==> config.mk <==
export PLATFORM = sky130hd
export DESIGN_NAME = irq_aggregator
export DESIGN_NICKNAME = d
export VERILOG_FILES = /design/src/rtl/irq_agg_pkg.sv /design/src/rtl/irq_agg_ctrl.sv /design/src/rtl/irq_agg_dp.sv /design/src/rtl/irq_aggregator.sv
export SDC_FILE = /design/constraint.sdc
export NUM_CORES = 1
export LEC_CHECK = 0
export ABC_CLOCK_PERIOD_IN_PS = 1900
export BUFFER_PORTS_ARGS = -buffer_cell sky130_fd_sc_hd__buf_2
export CORE_MARGIN = 1
export CORE_UTILIZATION = 45
export CTS_CLUSTER_SIZE = 40
export DETAILED_ROUTE_END_ITERATION = 16
export HOLD_SLACK_MARGIN = 0.02
export PLACE_DENSITY = 0.9
export SLEW_MARGIN = 5
export SYNTH_ARGS = -nofsm -noshare
export SYNTH_HDL_FRONTEND = slang
export SYNTH_HIERARCHICAL = 1
export SYNTH_SLANG_ARGS = --single-unit
==> constraint.sdc <==
create_clock -name clk -period 1.9 [get_ports clk]
set_input_delay 0 -clock clk [delete_from_list [all_inputs] [get_ports clk]]
set_output_delay 0 -clock clk [all_outputs]
set_load 0.03 [all_outputs]
==> src/rtl/irq_agg_pkg.sv <==
package irq_agg_pkg;

  localparam int ADDR_W = 3;

  // Register addresses; ports 0..2 belong to the primary controller, 4..6 to the cascaded one
  typedef enum logic [ADDR_W-1:0] {
    ADR_PRI_MASK = 3'd0,
    ADR_PRI_STAT = 3'd1,
    ADR_PRI_ACK  = 3'd2,
    ADR_SEC_MASK = 3'd4,
    ADR_SEC_STAT = 3'd5,
    ADR_SEC_ACK  = 3'd6
  } regAddrE;

  typedef enum logic [1:0] {
    RD_NONE,
    RD_PRI_MASK,
    RD_PRI_STAT,
    RD_SEC_MASK
  } rdSelE;

  typedef struct packed {
    logic  priMaskWr;
    logic  secMaskWr;
    logic  ackWr;
    rdSelE rdSel;
  } ctrlStrobeT;

endpackage

==> src/rtl/irq_agg_ctrl.sv <==
module irq_agg_ctrl
  import irq_agg_pkg::*;
(
  input  logic              regWr,
  input  logic              regRd,
  input  logic              regWide,
  input  logic [ADDR_W-1:0] regAddr,
  output ctrlStrobeT        strb
);

  always_comb begin
    strb = '{priMaskWr: 1'b0, secMaskWr: 1'b0, ackWr: 1'b0, rdSel: RD_NONE};
    if (regWr) begin
      case (regAddr)
        ADR_PRI_MASK: strb.priMaskWr = 1'b1;
        ADR_PRI_ACK:  strb.ackWr     = 1'b1;
        ADR_SEC_MASK: strb.secMaskWr = 1'b1;
        default:      ;
      endcase
    end
    if (regRd) begin
      case (regAddr)
        ADR_PRI_MASK: strb.rdSel = regWide ? RD_NONE : RD_PRI_MASK;
        ADR_PRI_STAT: strb.rdSel = RD_PRI_STAT;
        ADR_SEC_MASK: strb.rdSel = regWide ? RD_NONE : RD_SEC_MASK;
        default:      strb.rdSel = RD_NONE;
      endcase
    end
  end

endmodule

==> src/rtl/irq_agg_dp.sv <==
module irq_agg_dp
  import irq_agg_pkg::*;
#(
  parameter int NUM_LINES = 8,
  parameter int DATA_W    = 8,
  parameter int RDATA_W   = 64,
  parameter int ACK_W     = 4
) (
  input  logic                 clk,
  input  logic                 rstN,
  input  ctrlStrobeT           strb,
  input  logic [DATA_W-1:0]    wrData,
  input  logic [NUM_LINES-1:0] postVec,
  input  logic [NUM_LINES-1:0] clearVec,
  output logic [RDATA_W-1:0]   rdData,
  output logic                 irqOut
);

  logic [NUM_LINES-1:0] pendQ, pendNext;
  logic [NUM_LINES-1:0] enQ, enNext;
  logic [DATA_W-1:0]    secMaskQ, secMaskNext;
  logic [NUM_LINES-1:0] ackHit;
  logic [ACK_W-1:0]     ackIdx;
  logic                 irqQ;

  assign ackIdx = wrData[ACK_W-1:0];

  // One comparator per line; an index past the last line matches none
  for (genvar i = 0; i < NUM_LINES; i++) begin : g_ack
    assign ackHit[i] = strb.ackWr && (ackIdx == ACK_W'(i));
  end

  // Clears and acknowledges win over a post to the same bit
  assign pendNext    = (pendQ | postVec) & ~clearVec & ~ackHit;
  assign enNext      = strb.priMaskWr ? ~wrData[NUM_LINES-1:0] : enQ;
  assign secMaskNext = strb.secMaskWr ? wrData : secMaskQ;

  always_ff @(posedge clk or negedge rstN) begin
    if (!rstN) begin
      pendQ    <= '0;
      enQ      <= '0;
      secMaskQ <= '0;
      irqQ     <= 1'b0;
    end else begin
      pendQ    <= pendNext;
      enQ      <= enNext;
      secMaskQ <= secMaskNext;
      irqQ     <= |(pendNext & enNext);
    end
  end

  assign irqOut = irqQ;

  always_comb begin
    rdData = '0;
    case (strb.rdSel)
      RD_PRI_MASK: rdData[NUM_LINES-1:0] = ~enQ;
      RD_PRI_STAT: rdData[NUM_LINES-1:0] = pendQ;
      RD_SEC_MASK: rdData[DATA_W-1:0]    = secMaskQ;
      default:     rdData = '0;
    endcase
  end

  // output level agrees with the stored pending and enable registers
  a_r7_irq_level: assert property (@(posedge clk) disable iff (!rstN)
    irqOut == |(pendQ & enQ));

  // a primary mask write loads the complement of the written byte
  a_r2_mask_complement: assert property (@(posedge clk) disable iff (!rstN)
    strb.priMaskWr |=> (enQ == ~$past(wrData[NUM_LINES-1:0])));

  // a cleared or acknowledged bit is low after the edge, even if posted
  a_r6_clear_wins: assert property (@(posedge clk) disable iff (!rstN)
    1'b1 |=> ((pendQ & ($past(clearVec) | $past(ackHit))) == '0));

  // a post not cancelled in the same cycle leaves its bit set
  a_r5_post_sets: assert property (@(posedge clk) disable iff (!rstN)
    1'b1 |=> ((pendQ & $past(postVec & ~clearVec & ~ackHit))
              == $past(postVec & ~clearVec & ~ackHit)));

  // the secondary mask register holds when not written
  a_r8_sec_hold: assert property (@(posedge clk) disable iff (!rstN)
    !strb.secMaskWr |=> $stable(secMaskQ));

endmodule

==> src/rtl/irq_aggregator.sv <==
module irq_aggregator
  import irq_agg_pkg::*;
#(
  parameter int NUM_LINES = 8,
  parameter int DATA_W    = 8,
  parameter int RDATA_W   = 64,
  parameter int ACK_W     = 4
) (
  input  logic                 clk,
  input  logic                 rstN,
  input  logic                 regWr,
  input  logic                 regRd,
  input  logic                 regWide,
  input  logic [ADDR_W-1:0]    regAddr,
  input  logic [DATA_W-1:0]    regWrData,
  output logic [RDATA_W-1:0]   regRdData,
  input  logic [NUM_LINES-1:0] postVec,
  input  logic [NUM_LINES-1:0] clearVec,
  output logic                 irqOut
);

  ctrlStrobeT strb;

  irq_agg_ctrl i_ctrl (
    .regWr   (regWr),
    .regRd   (regRd),
    .regWide (regWide),
    .regAddr (regAddr),
    .strb    (strb)
  );

  irq_agg_dp #(
    .NUM_LINES (NUM_LINES),
    .DATA_W    (DATA_W),
    .RDATA_W   (RDATA_W),
    .ACK_W     (ACK_W)
  ) i_dp (
    .clk      (clk),
    .rstN     (rstN),
    .strb     (strb),
    .wrData   (regWrData),
    .postVec  (postVec),
    .clearVec (clearVec),
    .rdData   (regRdData),
    .irqOut   (irqOut)
  );

  // the cascaded controller's status port always reads zero
  a_r8_sec_stat_zero: assert property (@(posedge clk) disable iff (!rstN)
    (regRd && regAddr == ADR_SEC_STAT) |-> (regRdData == '0));

  // no data is returned without a read strobe
  a_r9_idle_zero: assert property (@(posedge clk) disable iff (!rstN)
    !regRd |-> (regRdData == '0));

endmodule

### Yosys cells after proc, flatten, opt, wreduce, memory -nomap -nowiden

Index checks and enable logic that the tools add are counted.

| storage, ports and cells | value |
|---|---|
| register bits after elaboration | 25 |
| input bits | 32 |
| logic and storage cells | 46 |
| output and inout bits | 65 |

| cells by class | value |
|---|---|
| reduce and logical (&&, ||, !) cells | 11 |
| equal/unequal tests | 13 |
| muxes and demuxes | 10 |
| bitwise gates (word level) | 8 |

Operators with widths:

| cell | number |
|---|---|
| $not A8 Y8 | 4 |
| $and A8 B8 Y8 | 3 |
| $pmux W8 S3 | 1 |
| $eq A4 B3 Y1 const B | 4 |
| $eq A4 B2 Y1 const B | 2 |
| $logic_and A1 B1 Y1 | 8 |
| $mux W8 | 1 |
| $or A8 B8 Y8 | 1 |
| $reduce_or A8 Y1 | 1 |
| $pmux W2 S3 | 1 |
| $eq A2 B2 Y1 const B | 2 |
| $eq A4 B1 Y1 const B | 1 |
| $logic_not A4 Y1 | 1 |
| $mux W1 | 4 |
| $mux W2 | 2 |
| $eq A3 B1 Y1 const B | 1 |
| $eq A3 B2 Y1 const B | 1 |
| $eq A3 B3 Y1 const B | 1 |
| $logic_not A3 Y1 | 1 |
| $mux W3 | 1 |
| $eq A2 B1 Y1 const B | 1 |

### Depth between registers and ports, before layout

Gate-level depths: netlist of run 1.

| depth | value |
|---|---|
| depth after elaboration | 8 |
| gate-level depth with buffers | 7 |

### Hierarchy

Netlist of run 1, hierarchy kept.

Modules (own cells, without submodules):

| module | area an instance (um^2) | times used | cells each |
|---|---|---|---|
| irq_agg_dp | 1619.1 | 1 | 169 |
| irq_agg_ctrl | 68.8 | 1 | 9 |

### Worst setup path after synthesis of run 1

Ideal clock, no wire load.

| path | value |
|---|---|
| path type | in2out |
| from | input port regAddr[0] |
| to | output port regRdData[0] |
| stages | 4 |
| arrival | 1.487 ns |
| path slack | 0.413 ns |
| path through | nor4b_1 clkbuf_1 nand2b_1 o21ai_0 |

| between the ends | value |
|---|---|
| word-level cells in the longest chain between the ends | 5 |
| elaborated cells on any way between the ends | 9 |
| those cells by class | 5 x eq/ne; 3 x mux; 1 x reduce/logical |

Ends and longest elaborated chain:

| element | RTL line | source |
|---|---|---|
| start: declaration | irq_aggregator.sv:14 | `input logic [ADDR_W-1:0] regAddr,` |
| $eq A3 B3 Y1 (tied with other cells) | irq_agg_ctrl.sv:22 | `case (regAddr)` |
| $pmux W2 S3 * | irq_agg_ctrl.sv:22 |  |
| $mux W2 * | irq_agg_ctrl.sv:21 | `if (regRd) begin` |
| $eq A2 B2 Y1 / $eq A2 B1 Y1 (equally long branches) | irq_agg_dp.sv:56 | `case (strb.rdSel)` |
| $pmux W8 S3 * | irq_agg_dp.sv:56 |  |
| end: declaration | irq_aggregator.sv:16 | `output logic [RDATA_W-1:0] regRdData,` |

Every way passes the cells marked *; elsewhere a longest branch is shown, timed or not.

### Worst setup path in the final report of run 1

| path | value |
|---|---|
| from | input port regWrData[3] |
| to | register i_dp.irqQ (netlist: i_dp/irqOut) |

| between the ends | value |
|---|---|
| word-level cells in the longest chain between the ends | 6 |
| elaborated cells on any way between the ends | 22 |
| those cells by class | 7 x eq/ne; 1 x mux; 4 x bitwise; 10 x reduce/logical |

Ends and longest elaborated chain:

| element | RTL line | source |
|---|---|---|
| start: declaration | irq_aggregator.sv:15 | `input logic [DATA_W-1:0] regWrData,` |
| $eq A4 B3 Y1 | irq_agg_dp.sv:30 | `assign ackHit[i] = strb.ackWr && (ackIdx == ACK_W'(i));` |
| $logic_and A1 B1 Y1 | irq_agg_dp.sv:30 |  |
| $not A8 Y8 | irq_agg_dp.sv:34 | `assign pendNext = (pendQ \| postVec) & ~clearVec & ~ackHit;` |
| $and A8 B8 Y8 | irq_agg_dp.sv:34 |  |
| named net i_dp.pendNext[6] | irq_agg_dp.sv:19 | `logic [NUM_LINES-1:0] pendQ, pendNext;` |
| $and A8 B8 Y8 | irq_agg_dp.sv:48 | `irqQ <= \|(pendNext & enNext);` |
| $reduce_or A8 Y1 | irq_agg_dp.sv:48 |  |
| end signal: assignment | irq_agg_dp.sv:48 |  |
| end: declaration | irq_agg_dp.sv:24 | `logic irqQ;` |

The timed path passes the listed nets, and every way through them passes these cells.
A chain may end at the register's enable or synchronous reset.

==> results of run 1 <==
power by group:
part / internal [mW] / leakage (nW) / switching (mW)
sequential: 0.621 / 0.296 / 0.0455
combinational: 0.142 / 0.649 / 0.291
clock: 0.148 / 0.0217 / 0.160
final cells by class:
class                   instances  area, um^2  area share, %
multi-input cells             143         823           42.1
flip-flops and latches         25         626           32.0
repair buffers                 59         380           19.5
well taps                      46        57.6           2.94
clock buffers                   3        41.3           2.11
inverters                       5        18.8          0.960
clock inverters                 1        7.51          0.384
layer usage:
metal  vias to the layer above  share of wire (%)  track usage (%)
met4                         0                2.9             10.2
met3                        12                6.5             3.80
met2                        73                 54             33.6
met5                         -                  0                0
met1                       589                 37             19.7
li1                        600                  -                -
worst paths after layout:
| kind | slack (ns) | from | to |
|---|---|---|---|
| min in group asynchronous | 0.25 | rstN | i_dp/enQ[2]$_DFF_PN0_ |
| worst min register to register | 0.51 | i_dp/secMaskQ[1]$_DFFE_PN0P_ | i_dp/secMaskQ[1]$_DFFE_PN0P_ |
| max in group asynchronous | 1.29 | rstN | i_dp/enQ[0]$_DFF_PN0_ |
| worst min-delay path | 0.03 | regWrData[0] | i_dp/enQ[0]$_DFF_PN0_ |
| worst max register to register | 0.56 | i_dp/pendQ[6]$_DFF_PN0_ | i_dp/irqOut$_DFF_PN0_ |
| worst max-delay path | 0.15 | regWrData[3] | i_dp/irqOut$_DFF_PN0_ |
state kept, by name (all words and copies together) (netlist names):
| register | cells |
|---|---|
| i_dp/enQ | 8 |
| i_dp/irqOut | 1 |
| i_dp/pendQ | 8 |
| i_dp/secMaskQ | 8 |
cells by family (layout without fill, tap and decap cells):
| kind of cell | after synthesis | in the layout | synth area share [%] |
|---|---|---|---|
| muxes | 20 | 20 | 13.0 |
| other | 1 | 56 | 0.222 |
| and+or+nand+nor | 49 | 49 | 14.9 |
| buffers and inverters | 65 | 68 | 27.1 |
| AOI/OAI and AO/OA | 18 | 18 | 7.64 |
| DFF | 25 | 25 | 37.1 |
placed cells by master (no fill, tap or decap), types with 3 or more instances in the layout:
cell	n
dlygate4sd3_1	15
buf_2	40
nor3_1	7
mux2_2	16
nor2_1	16
o21ai_0	8
buf_4	4
clkbuf_8	3
nand2b_1	4
nand2_1	10
conb_1	56
inv_1	5
dfrtp_1	25
mux2i_1	4
a21oi_1	4
per-stage QoR:
stage / hold WS [ns] / util (%)
after floorplan: -0.296 / -
after global placement: 0.00958 / 50.6
after detailed placement: 0.0135 / 50.6
after CTS: 0.0245 / 56.3
after global routing: 0.0497 / 56.3
final: 0.0309 / 56.3
critical path: stages:
cell	delay [ns]
dlygate4sd3_1	0.55
buf_2	0.16
or3b_1	0.41
o221a_4	0.25
a32o_1	0.23
a221oi_2	0.17
nand3_1	0.11
==> flow_summary.rst, run 1 <==
.. list-table::
   :header-rows: 1

   * - Metric
     - Value
   * - Outcome
     - completed
   * - Clk slew on worst S/H paths
     - around 0.09 ns
   * - Crit path required time
     - 2.03 ns
   * - Drt first pass iters
     - 4
   * - Post-layout net count
     - around 270
   * - Number of buffer cells added on primary ports
     - 40
   * - Biggest fanout along the worst timing path
     - 7
   * - Cts-stage hold buffer count
     - 15
   * - Number of nets still failing antenna checks after routing
     - 0
   * - Layout area overhead
     - 15.8%
   * - Placed standard-cell area
     - 1760 um^2
   * - Count of endpoints failing hold in the final timing report
     - 0
   * - Number of antenna violations at the first check in global routing
     - 0
   * - Most frequent cell after synthesis
     - buf_4
   * - Number of placed instances with taps included
     - roughly 260
   * - Full die area
     - between 3000 and 4000 um^2
   * - Post-Layout Inst Area
     - about 2000 um^2
   * - Weighted congestion reported at the end of routability-driven placement
     - just over 0.8
   * - Count of warnings emitted by yosys
     - 6
   * - Overall routed net length
     - between 3000 and 4000 um
   * - Final setup slack of the worst path
     - ~0.15 ns
   * - Congestion Overflow GR
     - 0
   * - Static leakage power
     - a little under 1 nW
   * - Sum of negative setup slack
     - 0 ns
   * - Unrepaired setup endpoints after global routing
     - no
   * - Mean instance size in the synthesized netlist
     - approximately 9.5 um^2
   * - Worst setup slack after placement
     - ~0.32 ns
   * - Share of post-route cells with drive strength above 1
     - between 30 and 40%
   * - Number of flops mapped to enable cells by yosys
     - 0
   * - Startpoint Class
     - primary input
   * - Sequential area share after synthesis
     - 37.1%
   * - Flip-flop cell with the highest count after synthesis
     - dfrtp_1
   * - Maximum number of pins on one net before global-route repair
     - 26
   * - Max-slew violation count
     - 0
   * - Share of the synthesized area in the top cell type
     - between 30% and 40%
   * - Routed vias
     - between 1000 and 1500
   * - Worst min path class
     - in -> reg
   * - Die boundary height
     - 63.2 um
   * - Per-cell via count in the routed design
     - about 4.5
   * - Peak supply drop
     - between 0.4 and 0.5 mV
   * - Worst Clk Skew
     - 0.00311 ns
   * - Post-synthesis instance area
     - 1690 um^2
   * - Detailed Place HPWL
     - 2710 um
   * - Vias in the first global route
     - between 1000 and 1500
   * - Per-cell routed wire length
     - 12.5 um
   * - FF-to-FF path depth
     - 4
   * - Count of buffers added by post-CTS timing repair for setup
     - 0
   * - Effective utilization at floorplan
     - between 40% and 50%
   * - PwrDens
     - slightly above 700 nW/um^2
   * - Tmin final
     - roughly 1.7 ns
   * - Count of clock tree sinks
     - 25
   * - Category of the most critical setup path
     - in -> reg
   * - Synth cell types
     - 27
   * - Remaining design rule violation count
     - 0
   * - Hold Path Depth
     - 2
   * - Number of primary I/O pins
     - 97
   * - Transition at the pin with the smallest max-transition slack
     - 0.543 ns
   * - Data arrival, critical path
     - about 1.9 ns
   * - Core outline area
     - 3470 um^2
   * - Register bit total from synthesis
     - 25
   * - DRC violation total after the first TritonRoute iteration
     - 24
   * - Slew HR
     - between 60% and 70%
   * - First-pass GRT wire length
     - ~5700 um
   * - Cell taking the most area after synthesis
     - dfrtp_1
   * - Final worst-path cycle share
     - between 90% and 100%
   * - Skew-Pair Late Insertion Delay
     - 0.26 ns
   * - Max Root-Sink Buffers
     - 2
   * - Area contributors post-synth
     - dfrtp_1 37%, buf_4 25%, mux2_2 11%
   * - Clock tree from TritonCTS
     - built
   * - Die Wd
     - roughly 63 um
   * - Overall power after layout
     - 1.41 mW
   * - Final setup fails
     - 0
   * - Crit. End Element
     - register
   * - Final standard cell count with taps included and fillers excluded
     - between 200 and 300
   * - Htree depth
     - 1
   * - Number of max-capacitance violations reported
     - 0
   * - Count of instances resized after the clock tree is built
     - 0
   * - Clock root buffer master
     - clkbuf_8
   * - Top cells by instance count after synthesis
     - 57 x buf_4, 25 x dfrtp_1, 16 x mux2_2, 16 x nor2_1, 10 x nand2_1
   * - Filler Cells Inserted
     - around 320
   * - Fraction of registers with async set or reset after synthesis
     - between 90% and 100%
   * - Total global routing track utilization
     - a little under a fifth
   * - Achievable frequency
     - 0.572 GHz
   * - Number of buffers created by CTS
     - 3
   * - # diodes
     - 0
   * - Gate count after technology mapping
     - approximately 180
   * - Row Count
     - 21
Note: power is estimated with default switching activity, not from simulation.
==> run 2, diff against run 1 <==
--- a/config.mk
+++ b/config.mk
@@ -7,12 +7,14 @@
 export LEC_CHECK = 0
 export ABC_CLOCK_PERIOD_IN_PS = 1900
 export BUFFER_PORTS_ARGS = -buffer_cell sky130_fd_sc_hd__buf_2
+export CELL_PAD_IN_SITES_DETAIL_PLACEMENT = 0
+export CELL_PAD_IN_SITES_GLOBAL_PLACEMENT = 1
 export CORE_MARGIN = 1
-export CORE_UTILIZATION = 45
+export CORE_UTILIZATION = 34
 export CTS_CLUSTER_SIZE = 40
 export DETAILED_ROUTE_END_ITERATION = 16
-export HOLD_SLACK_MARGIN = 0.02
-export PLACE_DENSITY = 0.9
+export HOLD_SLACK_MARGIN = 0.15
+export PLACE_DENSITY = 0.94
 export SLEW_MARGIN = 5
 export SYNTH_ARGS = -nofsm -noshare
 export SYNTH_HDL_FRONTEND = slang
==> run 2 against run 1 <==
  * Sequential share of layout area is 1.7 points lower
  * Clock skew down 0.0015 ns
  * Global-route usage decreased by 4.3 points
  * Worst setup slack got worse by 0.059 ns
  * Largest power group unchanged
==> flow_summary.rst, run 2 (synthesized netlist as in run 1, its figures left out) <==
.. list-table::
   :header-rows: 1

   * - Metric
     - Value
   * - Sum of negative setup slack
     - 0 ns
   * - Detailed Place HPWL
     - 2590 um
   * - Routed vias
     - between 1000 and 1500
   * - Achievable frequency
     - 0.553 GHz
   * - Overall routed net length
     - 3510 um
   * - DRC violation total after the first TritonRoute iteration
     - 80
   * - Htree depth
     - 1
   * - Startpoint Class
     - primary input
   * - Per-cell via count in the routed design
     - about 4.0
   * - Layout area overhead
     - 22.5%
   * - Transition at the pin with the smallest max-transition slack
     - about 0.56 ns
   * - Worst Clk Skew
     - between 0.0015 and 0.002 ns
   * - Die Wd
     - between 70 and 80 um
   * - Maximum number of pins on one net before global-route repair
     - 26
   * - Static leakage power
     - around 1.0 nW
   * - Number of nets still failing antenna checks after routing
     - 0
   * - Clock tree from TritonCTS
     - built
   * - Number of max-capacitance violations reported
     - 0
   * - Number of placed instances with taps included
     - approximately 280
   * - Worst min path class
     - in -> reg
   * - Most frequent cell on the critical path
     - dlygate4sd3_1
   * - Largest stage delay on the critical path
     - 0.56 ns
   * - Skew-Pair Late Insertion Delay
     - 0.27 ns
   * - Count of clock tree sinks
     - 25
   * - Registers with the most flip-flops
     - i_dp/enQ: 8 flops, i_dp/pendQ: 8 flops, i_dp/secMaskQ: 8 flops
   * - Series of cell instances along the critical path
     - dlygate4sd3_1 > buf_2 > or3b_2 > nor2_1 > nor3_1 > dlygate4sd3_1
   * - Core outline area
     - 4750 um^2
   * - Row Count
     - 25
   * - # diodes
     - 0
   * - Critical register-to-register path startpoint
     - i_dp/pendQ[4]$_DFF_PN0_
   * - Vias in the first global route
     - between 1000 and 1500
   * - Switching power total
     - about 0.5 mW
   * - Congestion Overflow GR
     - 0
   * - Max-slew violation count
     - 0
   * - Peak supply drop
     - ~0.30 mV
   * - Slew HR
     - between 60% and 70%
   * - Filler Cells Inserted
     - 500
   * - Effective utilization at floorplan
     - 35.5%
   * - PwrDens
     - 690 nW/um^2
   * - Number of buffer cells added on primary ports
     - 40
   * - Internal Pwr Total
     - ~0.93 mW
   * - Clock group share of total power
     - 22.1%
   * - Share of post-route cells with drive strength above 1
     - between 20% and 30%
   * - First-pass GRT wire length
     - roughly 5500 um
   * - Number of primary I/O pins
     - between 90 and 100
   * - Final worst-path cycle share
     - around 95%
   * - Biggest fanout along the worst timing path
     - 7
   * - Combined buffer and inverter count along the critical path
     - 3
   * - Clk slew on worst S/H paths
     - about 0.080 ns
   * - Count of buffers added by post-CTS timing repair for setup
     - 0
   * - Number of antenna violations at the first check in global routing
     - 0
   * - Crit. End Element
     - register
   * - Crit path required time
     - between 2 and 2.5 ns
   * - Launch point of the critical path
     - regWrData[3]
   * - Clock root buffer master
     - clkbuf_8
   * - Weighted congestion reported at the end of routability-driven placement
     - between 0.8 and 0.9
   * - Number of buffers created by CTS
     - 3
   * - Final setup fails
     - 0
   * - Placed standard-cell area
     - 1780 um^2
   * - Leading cell type in the layout, fill and taps excluded
     - conb_1
   * - Part of the power in registers
     - around 47%
   * - Total global routing track utilization
     - around 14%
   * - Remaining design rule violation count
     - 0
   * - Hold path startpoint
     - postVec[7]
   * - Unrepaired setup endpoints after global routing
     - no
   * - Die boundary height
     - around 72 um
   * - Largest delay contributor family on the critical path
     - buffers and inverters
   * - Slowest-stage cell, CP
     - dlygate4sd3_1
   * - Post-Layout Inst Area
     - approximately 2100 um^2
   * - Per-cell routed wire length
     - between 10 and 15 um
   * - Outcome
     - completed
   * - Category of the most critical setup path
     - in -> reg
   * - Final standard cell count with taps included and fillers excluded
     - about 310
   * - Drt first pass iters
     - 7
   * - Tmin final
     - approximately 1.8 ns
   * - Post-layout net count
     - ~280
   * - Count of endpoints failing hold in the final timing report
     - 0
   * - Proportion of total power due to net switching
     - about a third
   * - Max Root-Sink Buffers
     - 2
   * - Share of total power in combinational logic
     - between 30% and 40%
   * - Overall power after layout
     - 1.43 mW
   * - Most frequent cells in the layout
     - 56 x conb_1, 40 x buf_2, 25 x dfrtp_1, 24 x dlygate4sd3_1
   * - Full die area
     - between 5000 and 6000 um^2
   * - Data arrival, critical path
     - around 2.0 ns
[run 2: path summary, 6_finish.rpt]
check                                                     to  slack, ns  cells after the start
worst min-delay path                 i_dp/pendQ[7]$_DFF_PN0_       0.16                      4
worst max register to register       i_dp/pendQ[4]$_DFF_PN0_       0.57                      3
worst min register to register  i_dp/secMaskQ[0]$_DFFE_PN0P_       0.51                      1
min in group asynchronous       i_dp/secMaskQ[7]$_DFFE_PN0P_       0.25                      2
max in group asynchronous       i_dp/secMaskQ[2]$_DFFE_PN0P_       1.28                      2
worst max-delay path                 i_dp/pendQ[1]$_DFF_PN0_       0.09                      6
[run 2: per-layer routing]
layer	vias up	global-route usage [%]	part of all wire [%]
li1	622	-	-
met1	575	17.1	45
met2	58	24.1	46
met3	6	4.17	7.8
met4	0	4.58	1.1
met5	-	0	0
[run 2: cell type report]
class	count	area, um^2	area share (%)
multi-input cells	143	823	39.8
flip-flops and latches	25	626	30.3
repair buffers	68	470	22.8
well taps	67	83.8	4.06
inverters	5	18.8	0.908
clock buffers	4	45.0	2.18
[run 2: timing repair]
item	CTS	global route
hold buffers	24	0
hold endpoints to repair	49	0
resized for setup	0	0
[run 2: power groups by stage]
stage / logic [mW] / clock network [mW] / registers (mW)
floorplan: 0.390 / 0 / 0.668
global placement: 0.397 / 0 / 0.670
detailed placement: 0.404 / 0 / 0.674
CTS: 0.446 / 0.323 / 0.664
global route: 0.487 / 0.342 / 0.678
finish: 0.447 / 0.315 / 0.664
[run 2: stage by stage]
stage | worst slack [ns] | utilization [%] | hold WS [ns]
after floorplan | 0.413 | - | -0.296
after global placement | 0.414 | 37.5 | 0.00826
after detailed placement | 0.372 | 37.5 | 0.0200
after CTS | 0.113 | 43.5 | 0.150
after global routing | 0.0446 | 43.5 | 0.178
final | 0.0915 | 43.5 | 0.160
[run 2: worst register-to-register path: cells and delay by family (launching register included)]
kind	cells	cell delay, ns
buffers and inverters	1	0.61
flip-flops	1	0.36
AND/OR/NAND/NOR	2	0.30
